## src/rtl/idx_ea_pkg.sv

```systemverilog
package idx_ea_pkg;

    typedef enum logic [2:0] {
        M_CONST     = 3'd0,
        M_PREDEC    = 3'd1,
        M_PREINC    = 3'd2,
        M_POSTDEC   = 3'd3,
        M_POSTINC   = 3'd4,
        M_ACC       = 3'd5,
        M_IND_CONST = 3'd6,
        M_IND_D     = 3'd7
    } ea_mode_e;

    typedef enum logic [1:0] {
        S_IDLE  = 2'd0,
        S_RD_HI = 2'd1,
        S_RD_LO = 2'd2
    } ea_state_e;

endpackage

```

## src/rtl/idx_base_mux.sv

```systemverilog
module idx_base_mux #(
    parameter int AW    = 16,
    parameter int NBASE = 4,
    localparam int SEL_W = $clog2(NBASE)
) (
    input  logic [NBASE-1:0][AW-1:0] regs,
    input  logic [SEL_W-1:0]         sel,
    output logic [AW-1:0]            base
);
    // One-hot select across the register set.
    logic [NBASE-1:0][AW-1:0] masked;

    for (genvar g = 0; g < NBASE; g++) begin : g_mask
        assign masked[g] = (sel == SEL_W'(g)) ? regs[g] : '0;
    end

    always_comb begin
        base = '0;
        for (int i = 0; i < NBASE; i++) base = base | masked[i];
    end
endmodule

```

## src/rtl/idx_offset_unit.sv

```systemverilog
module idx_offset_unit #(
    parameter int AW      = 16,
    parameter int DW      = 8,
    parameter int SHORT_W = 5,
    parameter int MID_W   = 9
) (
    input  logic [1:0]    size_sel,
    input  logic [AW-1:0] raw,
    input  logic [1:0]    acc_sel,
    input  logic [DW-1:0] acc_a,
    input  logic [DW-1:0] acc_b,
    output logic [AW-1:0] const_off,
    output logic [AW-1:0] acc_off,
    output logic [AW-1:0] d_off
);
    localparam int NW = 3;
    localparam int WIDTHS [NW] = '{SHORT_W, MID_W, AW};

    logic [NW-1:0][AW-1:0] ext;

    // Sign extension for each supported constant width.
    for (genvar g = 0; g < NW; g++) begin : g_ext
        if (WIDTHS[g] < AW) begin : g_short
            assign ext[g] = {{(AW-WIDTHS[g]){raw[WIDTHS[g]-1]}}, raw[WIDTHS[g]-1:0]};
        end else begin : g_full
            assign ext[g] = raw;
        end
    end

    always_comb begin
        case (size_sel)
            2'd0:    const_off = ext[0];
            2'd1:    const_off = ext[1];
            default: const_off = ext[2];
        endcase
    end

    assign d_off = AW'({acc_a, acc_b});

    always_comb begin
        case (acc_sel)
            2'd0:    acc_off = AW'(acc_a);
            2'd1:    acc_off = AW'(acc_b);
            default: acc_off = d_off;
        endcase
    end
endmodule

```

## src/rtl/idx_ea_gen.sv

```systemverilog
module idx_ea_gen
    import idx_ea_pkg::*;
#(
    parameter int AW       = 16,
    parameter int DW       = 8,
    parameter int STEP_W   = 4,
    parameter int MAX_STEP = 8,
    parameter int SHORT_W  = 5,
    parameter int MID_W    = 9
) (
    input  logic              clk,
    input  logic              rst_n,
    input  logic              start,
    input  logic [2:0]        mode,
    input  logic [1:0]        base_sel,
    input  logic [1:0]        off_size,
    input  logic [AW-1:0]     offset,
    input  logic [STEP_W-1:0] step,
    input  logic [1:0]        acc_sel,
    input  logic [AW-1:0]     reg_x,
    input  logic [AW-1:0]     reg_y,
    input  logic [AW-1:0]     reg_sp,
    input  logic [AW-1:0]     reg_pc,
    input  logic [DW-1:0]     acc_a,
    input  logic [DW-1:0]     acc_b,
    output logic              mem_req,
    output logic [AW-1:0]     mem_addr,
    input  logic              mem_valid,
    input  logic [DW-1:0]     mem_rdata,
    output logic              done,
    output logic [AW-1:0]     ea,
    output logic              err,
    output logic              wb_en,
    output logic [1:0]        wb_sel,
    output logic [AW-1:0]     wb_value
);
    localparam int NBASE = 4;
    localparam logic [STEP_W-1:0] STEP_LIM = STEP_W'(MAX_STEP);

    typedef struct packed {
        ea_state_e     state;
        logic [AW-1:0] ea;
        logic          done;
        logic          err;
        logic          wb_en;
        logic [1:0]    wb_sel;
        logic [AW-1:0] wb_value;
        logic [AW-1:0] ptr;
        logic [DW-1:0] hi;
    } ctl_t;

    ctl_t ctl_d, ctl_q;

    logic [AW-1:0] base, const_off, acc_off, d_off;
    logic [AW-1:0] step_ext, base_up, base_dn;
    logic          step_ok;
    ea_mode_e      mode_e;

    idx_base_mux #(.AW(AW), .NBASE(NBASE)) i_base_mux (
        .regs (/* index 0 is X */ {reg_pc, reg_sp, reg_y, reg_x}),
        .sel  (base_sel),
        .base (base)
    );

    idx_offset_unit #(.AW(AW), .DW(DW), .SHORT_W(SHORT_W), .MID_W(MID_W)) i_offset_unit (
        .size_sel  (off_size),
        .raw       (offset),
        .acc_sel   (acc_sel),
        .acc_a     (acc_a),
        .acc_b     (acc_b),
        .const_off (const_off),
        .acc_off   (acc_off),
        .d_off     (d_off)
    );

    assign mode_e   = ea_mode_e'(mode);
    assign step_ext = AW'(step);
    assign base_up  = base + step_ext;
    assign base_dn  = base - step_ext;
    assign step_ok  = (step != '0) && (step <= STEP_LIM);

    always_comb begin
        ctl_d       = ctl_q;
        ctl_d.done  = 1'b0;
        ctl_d.err   = 1'b0;
        ctl_d.wb_en = 1'b0;
        case (ctl_q.state)
            S_IDLE: begin
                if (start) begin
                    ctl_d.wb_sel = base_sel;
                    case (mode_e)
                        M_CONST: begin
                            ctl_d.ea   = base + const_off;
                            ctl_d.done = 1'b1;
                        end
                        M_ACC: begin
                            ctl_d.ea   = base + acc_off;
                            ctl_d.done = 1'b1;
                        end
                        M_PREDEC, M_PREINC, M_POSTDEC, M_POSTINC: begin
                            ctl_d.done = 1'b1;
                            if (!step_ok) begin
                                ctl_d.err = 1'b1;
                            end else begin
                                ctl_d.wb_en = 1'b1;
                                case (mode_e)
                                    M_PREDEC: begin
                                        ctl_d.ea = base_dn; ctl_d.wb_value = base_dn;
                                    end
                                    M_PREINC: begin
                                        ctl_d.ea = base_up; ctl_d.wb_value = base_up;
                                    end
                                    M_POSTDEC: begin
                                        ctl_d.ea = base; ctl_d.wb_value = base_dn;
                                    end
                                    default: begin
                                        ctl_d.ea = base; ctl_d.wb_value = base_up;
                                    end
                                endcase
                            end
                        end
                        M_IND_CONST: begin
                            ctl_d.ptr   = base + offset;
                            ctl_d.state = S_RD_HI;
                        end
                        default: begin
                            ctl_d.ptr   = base + d_off;
                            ctl_d.state = S_RD_HI;
                        end
                    endcase
                end
            end
            S_RD_HI: begin
                if (mem_valid) begin
                    ctl_d.hi    = mem_rdata;
                    ctl_d.state = S_RD_LO;
                end
            end
            default: begin
                if (mem_valid) begin
                    ctl_d.ea    = AW'({ctl_q.hi, mem_rdata});
                    ctl_d.done  = 1'b1;
                    ctl_d.state = S_IDLE;
                end
            end
        endcase
    end

    always_ff @(posedge clk or negedge rst_n) begin
        if (!rst_n) ctl_q <= '{state: S_IDLE, default: '0};
        else        ctl_q <= ctl_d;
    end

    assign mem_req  = (ctl_q.state != S_IDLE);
    assign mem_addr = (ctl_q.state == S_RD_LO) ? ctl_q.ptr + AW'(1) : ctl_q.ptr;
    assign done     = ctl_q.done;
    assign ea       = ctl_q.ea;
    assign err      = ctl_q.err;
    assign wb_en    = ctl_q.wb_en;
    assign wb_sel   = ctl_q.wb_sel;
    assign wb_value = ctl_q.wb_value;


    wb_with_done_chk: assert property (@(posedge clk) disable iff (!rst_n)
        wb_en |-> (done && !err));


    err_no_read_chk: assert property (@(posedge clk) disable iff (!rst_n)
        err |-> (!mem_req && !wb_en));


    req_hold_chk: assert property (@(posedge clk) disable iff (!rst_n)
        (mem_req && !mem_valid) |=> (mem_req && $stable(mem_addr)));


    direct_latency_chk: assert property (@(posedge clk) disable iff (!rst_n)
        (start && !mem_req && mode < 3'd6) |=> done);


    next_byte_chk: assert property (@(posedge clk) disable iff (!rst_n)
        (ctl_q.state == S_RD_HI && mem_valid) |=> (mem_addr == AW'($past(mem_addr) + AW'(1))));


    lo_then_done_chk: assert property (@(posedge clk) disable iff (!rst_n)
        (ctl_q.state == S_RD_LO && mem_valid) |=> (done && !wb_en && !mem_req));
endmodule

```

## config.mk

```make
export PLATFORM = sky130hd
export DESIGN_NAME = idx_ea_gen
export DESIGN_NICKNAME = d
export VERILOG_FILES = /design/src/rtl/idx_ea_pkg.sv /design/src/rtl/idx_base_mux.sv /design/src/rtl/idx_offset_unit.sv /design/src/rtl/idx_ea_gen.sv
export SDC_FILE = /design/constraint.sdc
export NUM_CORES = 1
export LEC_CHECK = 0
export BUFFER_PORTS_ARGS = -buffer_cell sky130_fd_sc_hd__buf_2
export CORE_MARGIN = 8
export CORE_UTILIZATION = 50
export DETAILED_ROUTE_END_ITERATION = 8
export PLACE_DENSITY = 0.76
export SLEW_MARGIN = 0
export SYNTH_ARGS = -nofsm -noshare
export SYNTH_HDL_FRONTEND = slang
export SYNTH_SLANG_ARGS = --single-unit
export TNS_END_PERCENT = 30
```

## constraint.sdc

```tcl
create_clock -name clk -period 2.5 [get_ports clk]
set_input_delay 0.125 -clock clk [delete_from_list [all_inputs] [get_ports clk]]
set_output_delay 0.125 -clock clk [all_outputs]
set_load 0.05 [all_outputs]
```

==> results.json, run 1 <==
{
  "seq_area_frac_synth": 0.2249,
  "rrSetupSlack_ns": 0.23,
  "gr-max-usage-layer": "met2",
  "path_buf_inv": 4,
  "antenna_found_initial": 1,
  "slew_viol_final": 0,
  "syn_area_um2": 7009,
  "cts_inserted_buffers": 9,
  "multi_input_area_um2": 5263,
  "violations": "setup timing",
  "rows": 43,
  "report.final.hold_viol_count": 0,
  "holdPathStages": 2,
  "cts-root-buf": "clkbuf_16",
  "grt_max_degree": 38,
  "ant_nets": 0,
  "end_kind": "flop",
  "crit_start": "mode[1]",
  "skew_ns": 0.006124,
  "peakVddDrop_v": 0.0004913,
  "die_x_um": 134.4,
  "synth-edff-count": 0,
  "die_h_um": 134.4,
  "grt_pass1_vias": 7882,
  "path_clk_slew_ns": 0.06,
  "grt_overflow_total": 0,
  "port_buffers": 174,
  "final_cell_mix": "buf_4 (177), buf_2 (173), nand2_1 (95), o21ai_0 (66), dfrtp_1 (63)",
  "cts_tree": "done",
  "seqCellArea_um2": 1577,
  "worstHoldEndpoint": "err",
  "gr-usage-met2": 0.4665,
  "powerDensity_nw_per_um2": 731.4,
  "max-cap-violations": 0,
  "hold_class": "input pin to flop",
  "synth-warning-count": 0,
  "fin_util": 0.7151,
  "drt_iter0_markers": 749,
  "ys_ff_latch": 63,
  "finalCritPeriodShare": 1.005,
  "gp_congestion": 1.038,
  "n_fill_cell": 1123,
  "slew_headroom": 0.5262,
  "grt_setup_unrepaired": "yes",
  "crit_family": "compound AO/OA/AOI/OAI gates",
  "grt_pass1_wl_um": 40490,
  "area_growth_pct": 40.52,
  "place_hpwl_um": 20800,
  "cp_cell_sequence": "buf_2 > nand3b_1 > buf_12 > buf_4 > a211oi_1 > a31oi_1 > ha_1 > buf_4 > o2111ai_2 > and2_4 > o211ai_1 > a31oi_1 > mux2i_1 > o31a_1",
  "wirelength_um": 26370,
  "initial_core_util": 0.5089,
  "routedWlPerCell_um": 19.86,
  "via_count": 7752,
  "worstMarginPinSlew_ns": 0.7107,
  "design.core.area_um2": 13770,
  "worstSetupPathType": "input pin to flop",
  "pre_cts_slack_ns": -0.6747,
  "synth_cells": 850,
  "cpMaxStageDelayCell": "ha_1",
  "crit_fanout": 13,
  "synth_nets": 1015,
  "ys_types": 69,
  "layout-drive-gt1-share": 0.4359,
  "drcViolationCount": 0,
  "timing.rr.start": "ctl_q[61]",
  "whs_ns": 0.02225,
  "crit_arrival_ns": 2.74,
  "cts.sinks": 63,
  "die_area_um2": 18060,
  "p_leak_nw": 4.590,
  "layout_min_cycle_time_ns": 2.513,
  "num-nets-final": 1307,
  "grtUsageTotal": 0.2819,
  "status": "complete, but fails checks",
  "cpPeakStageDelay_ns": 0.38,
  "power_mw": 7.204,
  "synth-async-reset-ratio": 1.000,
  "start_kind": "input pin",
  "worstPathRequired_ns": 2.73,
  "ioPinCount": 175,
  "layout_commonest_cell": "buf_4",
  "yosys_most_used_dff": "dfrtp_1",
  "reg2reg_depth": 9,
  "grt_util_met1": 0.3348,
  "viasPerCell": 5.837,
  "min_from": "start",
  "clockBufferDepth": 2,
  "dr.pass1.iters": 7,
  "gr-usage-met3": 0.08227,
  "max_freq_ghz": 0.3979,
  "insertion_delay_ns": 0.34,
  "setup_slack_ns": -0.01328,
  "cts.htree.levels": 3,
  "avgSynthCellArea_um2": 8.246,
  "r2r-end": "ea[6]",
  "finalSetupViolCount": 1
}
-- layout make-up --
class | count | share of cell area
timing repair buffer | 363 | 0.2402
antenna | 1 | 0.0002541
clock inverter | 6 | 0.006987
tap | 180 | 0.02287
inverter | 29 | 0.01105
multi-input combinational | 676 | 0.5343
clock buffer | 10 | 0.02426
sequential | 63 | 0.1601
-- worst max path at each step --
stage | slack, ns | cells after the start | endpoint
2_1_floorplan | -0.45 | 12 | ea[15]
3_3_place_gp | -0.59 | 14 | ea[8]
3_5_place_dp | -0.67 | 14 | ea[8]
4_1_cts | -0.02 | 13 | ea[13]
5_1_grt | -0.12 | 15 | ea[14]
6_report | -0.01 | 14 | ea[14]
-- cell usage after synthesis (8+ instances only) --
cell	n	area (µm²)
o21ai_0	78	390.4
nand3_1	20	100.1
a211oi_1	11	82.58
ha_1	40	500.5
inv_1	29	108.9
a31oi_1	13	81.33
nor3_1	19	95.09
a221oi_1	13	113.9
mux4_2	15	337.8
clkbuf_1	29	108.9
mux2i_1	14	140.1
buf_4	34	255.2
xnor2_1	46	402.9
mux2_2	31	349.1
nor2b_1	26	162.7
nand2_1	97	364.1
a21o_1	10	75.07
dfrtp_1	63	1577
a21oi_1	48	240.2
xor2_1	20	175.2
nand2b_1	8	50.05
buf_2	11	55.05
nor2_1	46	172.7
-- metrics by stage --
step | cells | cell area, µm² | TNS (ns)
floorplan | 850 | 7228 | -5.164
global placement | 1299 | 9128 | -14.66
detailed placement | 1299 | 9128 | -16.49
CTS | 1318 | 9582 | -0.02827
global route | 1328 | 9849 | -0.6871
finish | 1328 | 9849 | -0.01328
-- flip-flops by register name, indices dropped and copies added (netlist names) --
name / flops
ctl_q: 26
err: 1
ea: 16
wb_en: 1
wb_sel: 2
done: 1
wb_value: 16
-- power breakdown --
group | switching (mW) | leakage [nW] | internal [mW]
Sequential | 0.294 | 0.782 | 1.38
Combinational | 2.65 | 3.66 | 1.56
Clock | 0.503 | 0.149 | 0.803
-- timing repair --
item | CTS | global route
pin swaps | 13 | 16
buffers inserted | 2 | 9
hold buffers | 1 | 0
setup endpoints to repair | 30 | 29
resized for setup | 33 | 39
endpoints found under the hold margin | 25 | 0
-- worst reg2reg max path, delay by kind of cell, from the launching register on --
kind | cells | cell delay, ns
compound gates | 4 | 0.58
buf+inv | 3 | 0.60
flops | 1 | 0.43
simple gates | 2 | 0.57
-- cells by family (layout without fill, tap and decap cells) --
family / Yosys count / count (layout) / share of synthesized area
simple gates: 272 / 272 / 0.1955
flops: 63 / 63 / 0.2249
compound gates: 233 / 233 / 0.2106
xor+xnor: 66 / 66 / 0.08247
fa+ha+maj: 44 / 44 / 0.08283
mux: 61 / 61 / 0.1217
other cells: 0 / 1 / 0
buf+inv: 111 / 408 / 0.08193
-- per-layer routing --
metal	part of all wire	routed length, µm	vias to the layer above
li1	-	-	3652
met1	0.40	10470	3670
met2	0.47	12440	353
met3	0.088	2330	77
met4	0.043	1142	0
met5	0	0	-
Power figures use the tool's default switching activity.
==> run 2, diff against run 1 <==
- CELL_PAD_IN_SITES_DETAIL_PLACEMENT: default -> 2
- CELL_PAD_IN_SITES_GLOBAL_PLACEMENT: default -> 2
- CORE_UTILIZATION: 50 -> 34
- PLACE_DENSITY: 0.76 -> default
- PLACE_DENSITY_LB_ADDON: default -> 0.1
- clock period: 2.5 -> 2.9 ns (I/O delays scaled with it)
==> run 2 against run 1 <==
Compared with the run above: register-to-register slack gained 0.23 ns; highest routed layer unchanged; die area rose by 41%; hold slack gained 0.033 ns; wire length rose by 35%; critical path type unchanged; combinational power shrank 11%; the run now ends clean.
==> results.json, run 2 (synthesized netlist as in run 1, its figures left out) <==
{
  "via_count": 7961,
  "routedWlPerCell_um": 25.46,
  "report.final.hold_viol_count": 0,
  "seqCellArea_um2": 1577,
  "finalCritPeriodShare": 0.9646,
  "grt_pass1_vias": 9045,
  "layout_commonest_cell": "buf_2",
  "n_antenna_cell": 0,
  "insertion_delay_ns": 0.34,
  "die_x_um": 159.6,
  "multi_input_area_um2": 5039,
  "design_area_um2": 9584,
  "layout_min_cycle_time_ns": 2.797,
  "die_h_um": 159.6,
  "grt_setup_unrepaired": "yes",
  "port_buffers": 174,
  "worstPathRequired_ns": 3.09,
  "grt_max_degree": 38,
  "area_growth_pct": 36.74,
  "dp.cells": 1372,
  "status": "finished clean",
  "worstMarginPinSlew_ns": 0.9137,
  "skew_ns": 0.007379,
  "cp_cell_sequence": "buf_2 > buf_4 > nor2b_1 > nand2_1 > mux2_2 > ha_1 > inv_1 > fa_1 > nor2b_1 > o21a_1 > o21ai_1 > a21oi_1 > a31o_2 > xnor2_1 > o21ai_0",
  "slew_viol_final": 0,
  "cpPeakStageDelay_ns": 0.41,
  "slew_headroom": 0.3909,
  "crit_arrival_ns": 2.99,
  "cts.sinks": 63,
  "place_hpwl_um": 28870,
  "n_fill_cell": 2310,
  "path_buf_inv": 3,
  "gr-usage-met2": 0.4959,
  "cts_tree": "done",
  "antenna_found_initial": 0,
  "design.core.area_um2": 20230,
  "drt_iter0_markers": 536,
  "max_freq_ghz": 0.3575,
  "cpMaxStageDelayCell": "fa_1",
  "crit_top_cell": "nor2b_1",
  "hold_class": "input pin to flop",
  "gp_congestion": 0.9211,
  "dr.pass1.iters": 6,
  "ioPinCount": 175,
  "max-cap-violations": 0,
  "num-nets-final": 1287,
  "worstSetupPathType": "input pin to flop",
  "largest_reg_flops": 26,
  "finalSetupViolCount": 0,
  "fin_cells": 1397,
  "start_kind": "input pin",
  "end_kind": "flop",
  "grt_util_met1": 0.3336,
  "initial_core_util": 0.3464,
  "whs_ns": 0.05491,
  "p_leak_nw": 4.436,
  "place_area_um2": 9012,
  "viasPerCell": 5.699,
  "die_area_um2": 25470,
  "cts.htree.levels": 3,
  "path_clk_slew_ns": 0.05,
  "grtUsageTotal": 0.2736,
  "grt_overflow_total": 0,
  "powerDensity_nw_per_um2": 679.6,
  "cts_inserted_buffers": 9,
  "peakVddDrop_v": 0.0002730,
  "clockBufferDepth": 2,
  "crit_fanout": 4,
  "gr-max-usage-layer": "met2",
  "rows": 52,
  "crit_family": "compound AO/OA/AOI/OAI gates",
  "ant_nets": 0,
  "regMostFlops": "ctl_q",
  "cts-root-buf": "clkbuf_16",
  "drcViolationCount": 0,
  "final_cell_mix": "buf_2 (174), buf_4 (164), nand2_1 (97), o21ai_0 (69), dfrtp_1 (63)",
  "grt_pass1_wl_um": 54770,
  "gr-usage-met3": 0.02896,
  "layout-drive-gt1-share": 0.3993,
  "fin_util": 0.4737,
  "wirelength_um": 35570
}
run 2: changes by cell type in the layout (fill, tap and decap cells not counted), sizes merged:
cell,delta
buf,-20
bufinv,+2
clkbuf,+1
clkinv,-1
clkinvlp,-1
diode,-1
inv,-1
run 2: cell type report:
class | count | area share
clock inverters | 5 | 0.01084
inverters | 29 | 0.01136
flip-flops and latches | 63 | 0.1645
clock buffers | 11 | 0.02637
repair buffers | 343 | 0.2260
well taps | 270 | 0.03525
multi-input cells | 676 | 0.5257
run 2: worst reg2reg max path: stages, from the launching register on:
cell      delay [ns]
dfrtp_1         0.41
nor2_1          0.18
inv_1           0.09
nor4_1          0.71
a21oi_1         0.20
buf_4           0.25
buf_4           0.18
a221oi_1        0.31
run 2: repair_timing:
| item | in CTS | in global routing |
|---|---|---|
| resized for setup | 4 | 40 |
| endpoints found under the hold margin | 34 | 0 |
| hold buffers | 1 | 0 |
| setup endpoints to repair | 9 | 22 |
| setup buffers | 0 | 8 |
| pin swaps | 0 | 8 |
run 2: layer usage:
metal / share of wire / vias to the layer above
met5: 0 / -
met4: 0.027 / 0
met3: 0.035 / 54
met2: 0.52 / 235
met1: 0.42 / 4061
li1: - / 3611
run 2: path summary, 6_finish.rpt:
path | end | from | cells after the start | slack, ns
min in group asynchronous | wb_value[9] | rst_n | 2 | 0.47
max | ctl_q[20] | mode[0] | 15 | 0.10
max in group asynchronous | ctl_q[12] | rst_n | 3 | 1.67
max reg2reg | ea[5] | ctl_q[61] | 7 | 0.46
min | ctl_q[62] | mem_valid | 2 | 0.05
min reg2reg | wb_value[4] | wb_value[4] | 2 | 0.47
run 2: through the flow:
| stage | TNS (ns) | worst slack (ns) | power, mW |
|---|---|---|---|
| 3_3_place_gp | -4.290 | -0.3370 | 4.957 |
| 5_1_grt | -0.1338 | -0.05101 | 6.829 |
| 6_report | 0 | 0.1027 | 6.514 |
| 4_1_cts | -0.01450 | -0.01450 | 6.472 |
| 3_5_place_dp | -8.098 | -0.4217 | 5.110 |
| 2_1_floorplan | -0.1428 | -0.07165 | 3.957 |
run 2: power by group:
group | leakage, nW | switching, mW | internal, mW
registers | 0.782 | 0.273 | 1.19
logic | 3.48 | 2.47 | 1.28
clock network | 0.176 | 0.413 | 0.886
==> run 3, diff against run 2 <==
- CORE_ASPECT_RATIO: default -> 1.75
- CORE_MARGIN: 8 -> 2
==> run 3 against run 2 <==
Compared with the run above: maximum frequency grew 1.2%; clock skew grew 0.0018 ns; utilization shrank 0.80 points; global-route usage grew 2.0 points; die area shrank 14%; hold slack lost 0.020 ns; critical path type unchanged.
==> results.json, run 3 (synthesized netlist as in run 1, its figures left out) <==
{
  "design.core.area_um2": 20290,
  "area_growth_pct": 34.77,
  "skew_ns": 0.009216,
  "gp_congestion": 0.9311,
  "design_area_um2": 9447,
  "layout-drive-gt1-share": 0.3869,
  "cts-root-buf": "clkbuf_16",
  "cts.sinks": 63,
  "cts_tree": "done",
  "worstMarginPinSlew_ns": 0.8050,
  "n_fill_cell": 2332,
  "worstSetupPathType": "input pin to flop",
  "setup_tns_ns": 0,
  "die_x_um": 112.5,
  "grt_pass1_wl_um": 49400,
  "hold_class": "input pin to flop",
  "layout_min_cycle_time_ns": 2.764,
  "grt_overflow_total": 0,
  "post_cts_buffers": 0,
  "layout_commonest_cell": "buf_2",
  "antenna_found_initial": 0,
  "powerDensity_nw_per_um2": 657.4,
  "ant_nets": 0,
  "viasPerCell": 5.666,
  "rows": 69,
  "n_antenna_cell": 0,
  "seqCellArea_um2": 1577,
  "multi_input_area_um2": 5012,
  "cpPeakStageDelay_ns": 0.46,
  "finalSetupViolCount": 0,
  "ioPinCount": 175,
  "via_count": 7791,
  "regMostFlops": "ctl_q",
  "max_freq_ghz": 0.3619,
  "grt_max_degree": 38,
  "path_buf_inv": 4,
  "place_hpwl_um": 25760,
  "largest_reg_flops": 26,
  "drt_iter0_markers": 426,
  "p_leak_nw": 4.388,
  "wirelength_um": 31720,
  "num-nets-final": 1287,
  "worstPathRequired_ns": 3.13,
  "grt_setup_unrepaired": "yes",
  "place_area_um2": 9032,
  "die_h_um": 193.9,
  "cp_cell_sequence": "buf_4 > mux4_2 > buf_4 > inv_1 > buf_4 > fa_1 > nor2b_2 > o2111ai_1 > and2_1 > xnor2_1 > mux2_2 > a221oi_1 > a31oi_1",
  "grt_pass1_vias": 8956,
  "max-cap-violations": 0,
  "initial_core_util": 0.3455,
  "cts.htree.levels": 3,
  "die_area_um2": 21830,
  "clockBufferDepth": 2,
  "cpMaxStageDelayCell": "fa_1",
  "port_buffers": 174,
  "grtUsageTotal": 0.2931,
  "final_cell_mix": "buf_2 (173), buf_4 (168), nand2_1 (97), o21ai_0 (70), dfrtp_1 (63)",
  "crit_family": "multiplexers",
  "path_clk_slew_ns": 0.06,
  "finalCritPeriodShare": 0.9530,
  "crit_top_cell": "buf_4",
  "drcViolationCount": 0,
  "slew_headroom": 0.4584,
  "report.final.hold_viol_count": 0,
  "cts_inserted_buffers": 9,
  "start_kind": "input pin",
  "dr.pass1.iters": 4,
  "power_mw": 6.210,
  "peakVddDrop_v": 0.0004477,
  "insertion_delay_ns": 0.36,
  "routedWlPerCell_um": 23.07,
  "crit_arrival_ns": 2.99,
  "fin_util": 0.4656,
  "status": "finished clean",
  "end_kind": "flop",
  "slew_viol_final": 0,
  "crit_fanout": 6
}
## run 3: cell types whose count changed in the layout (fill, tap and decap cells not counted), sizes merged
cell and delta:
clkinv +2, clkbuf -1, clkinvlp +1, bufinv -2
## run 3: stage by stage
stage	setup slack (ns)	hold WS (ns)	cells
2_1_floorplan	-0.07165	-0.1506	850
3_3_place_gp	-0.3123	0.1624	1358
3_5_place_dp	-0.4063	0.1641	1358
4_1_cts	0.01940	0.02411	1375
5_1_grt	-0.01094	0.03862	1375
6_report	0.1364	0.03537	1375
## run 3: final cells by class
type	count	share of cell area
clock buffers	10	0.02424
clock inverters	6	0.006490
flip-flops and latches	63	0.1669
well taps	248	0.03285
multi-input cells	676	0.5306
inverters	29	0.01152
repair buffers	343	0.2274
## run 3: repair_timing
item / CTS / global route
pin swaps: 0 / 1
hold buffers: 1 / 0
gates resized for setup: 3 / 28
endpoints found under the hold margin: 20 / 0
endpoints found under the setup margin: 4 / 20
## run 3: worst paths after layout
| check | from | endpoint | slack, ns | depth (start not counted) |
|---|---|---|---|---|
| min reg2reg | wb_sel[1] | wb_sel[1] | 0.48 | 2 |
| min in group asynchronous | rst_n | ctl_q[17] | 0.32 | 2 |
| max | base_sel[0] | ea[6] | 0.14 | 13 |
| max in group asynchronous | rst_n | ea[3] | 1.81 | 3 |
| max reg2reg | ctl_q[62] | ea[6] | 0.28 | 8 |
| min | mem_rdata[4] | ctl_q[4] | 0.04 | 2 |
## run 3: power breakdown
| part | switching [mW] | leakage [nW] | internal, mW |
|---|---|---|---|
| logic | 2.33 | 3.46 | 1.28 |
| clock network | 0.469 | 0.142 | 0.663 |
| registers | 0.272 | 0.782 | 1.19 |
## run 3: layer usage
layer  up-vias  GRT usage  share of wire
met3        68    0.03376          0.033
met4         0     0.1599          0.058
met1      3904     0.3031           0.36
li1       3598          -              -
met2       221     0.5611           0.55
met5         -          0              0
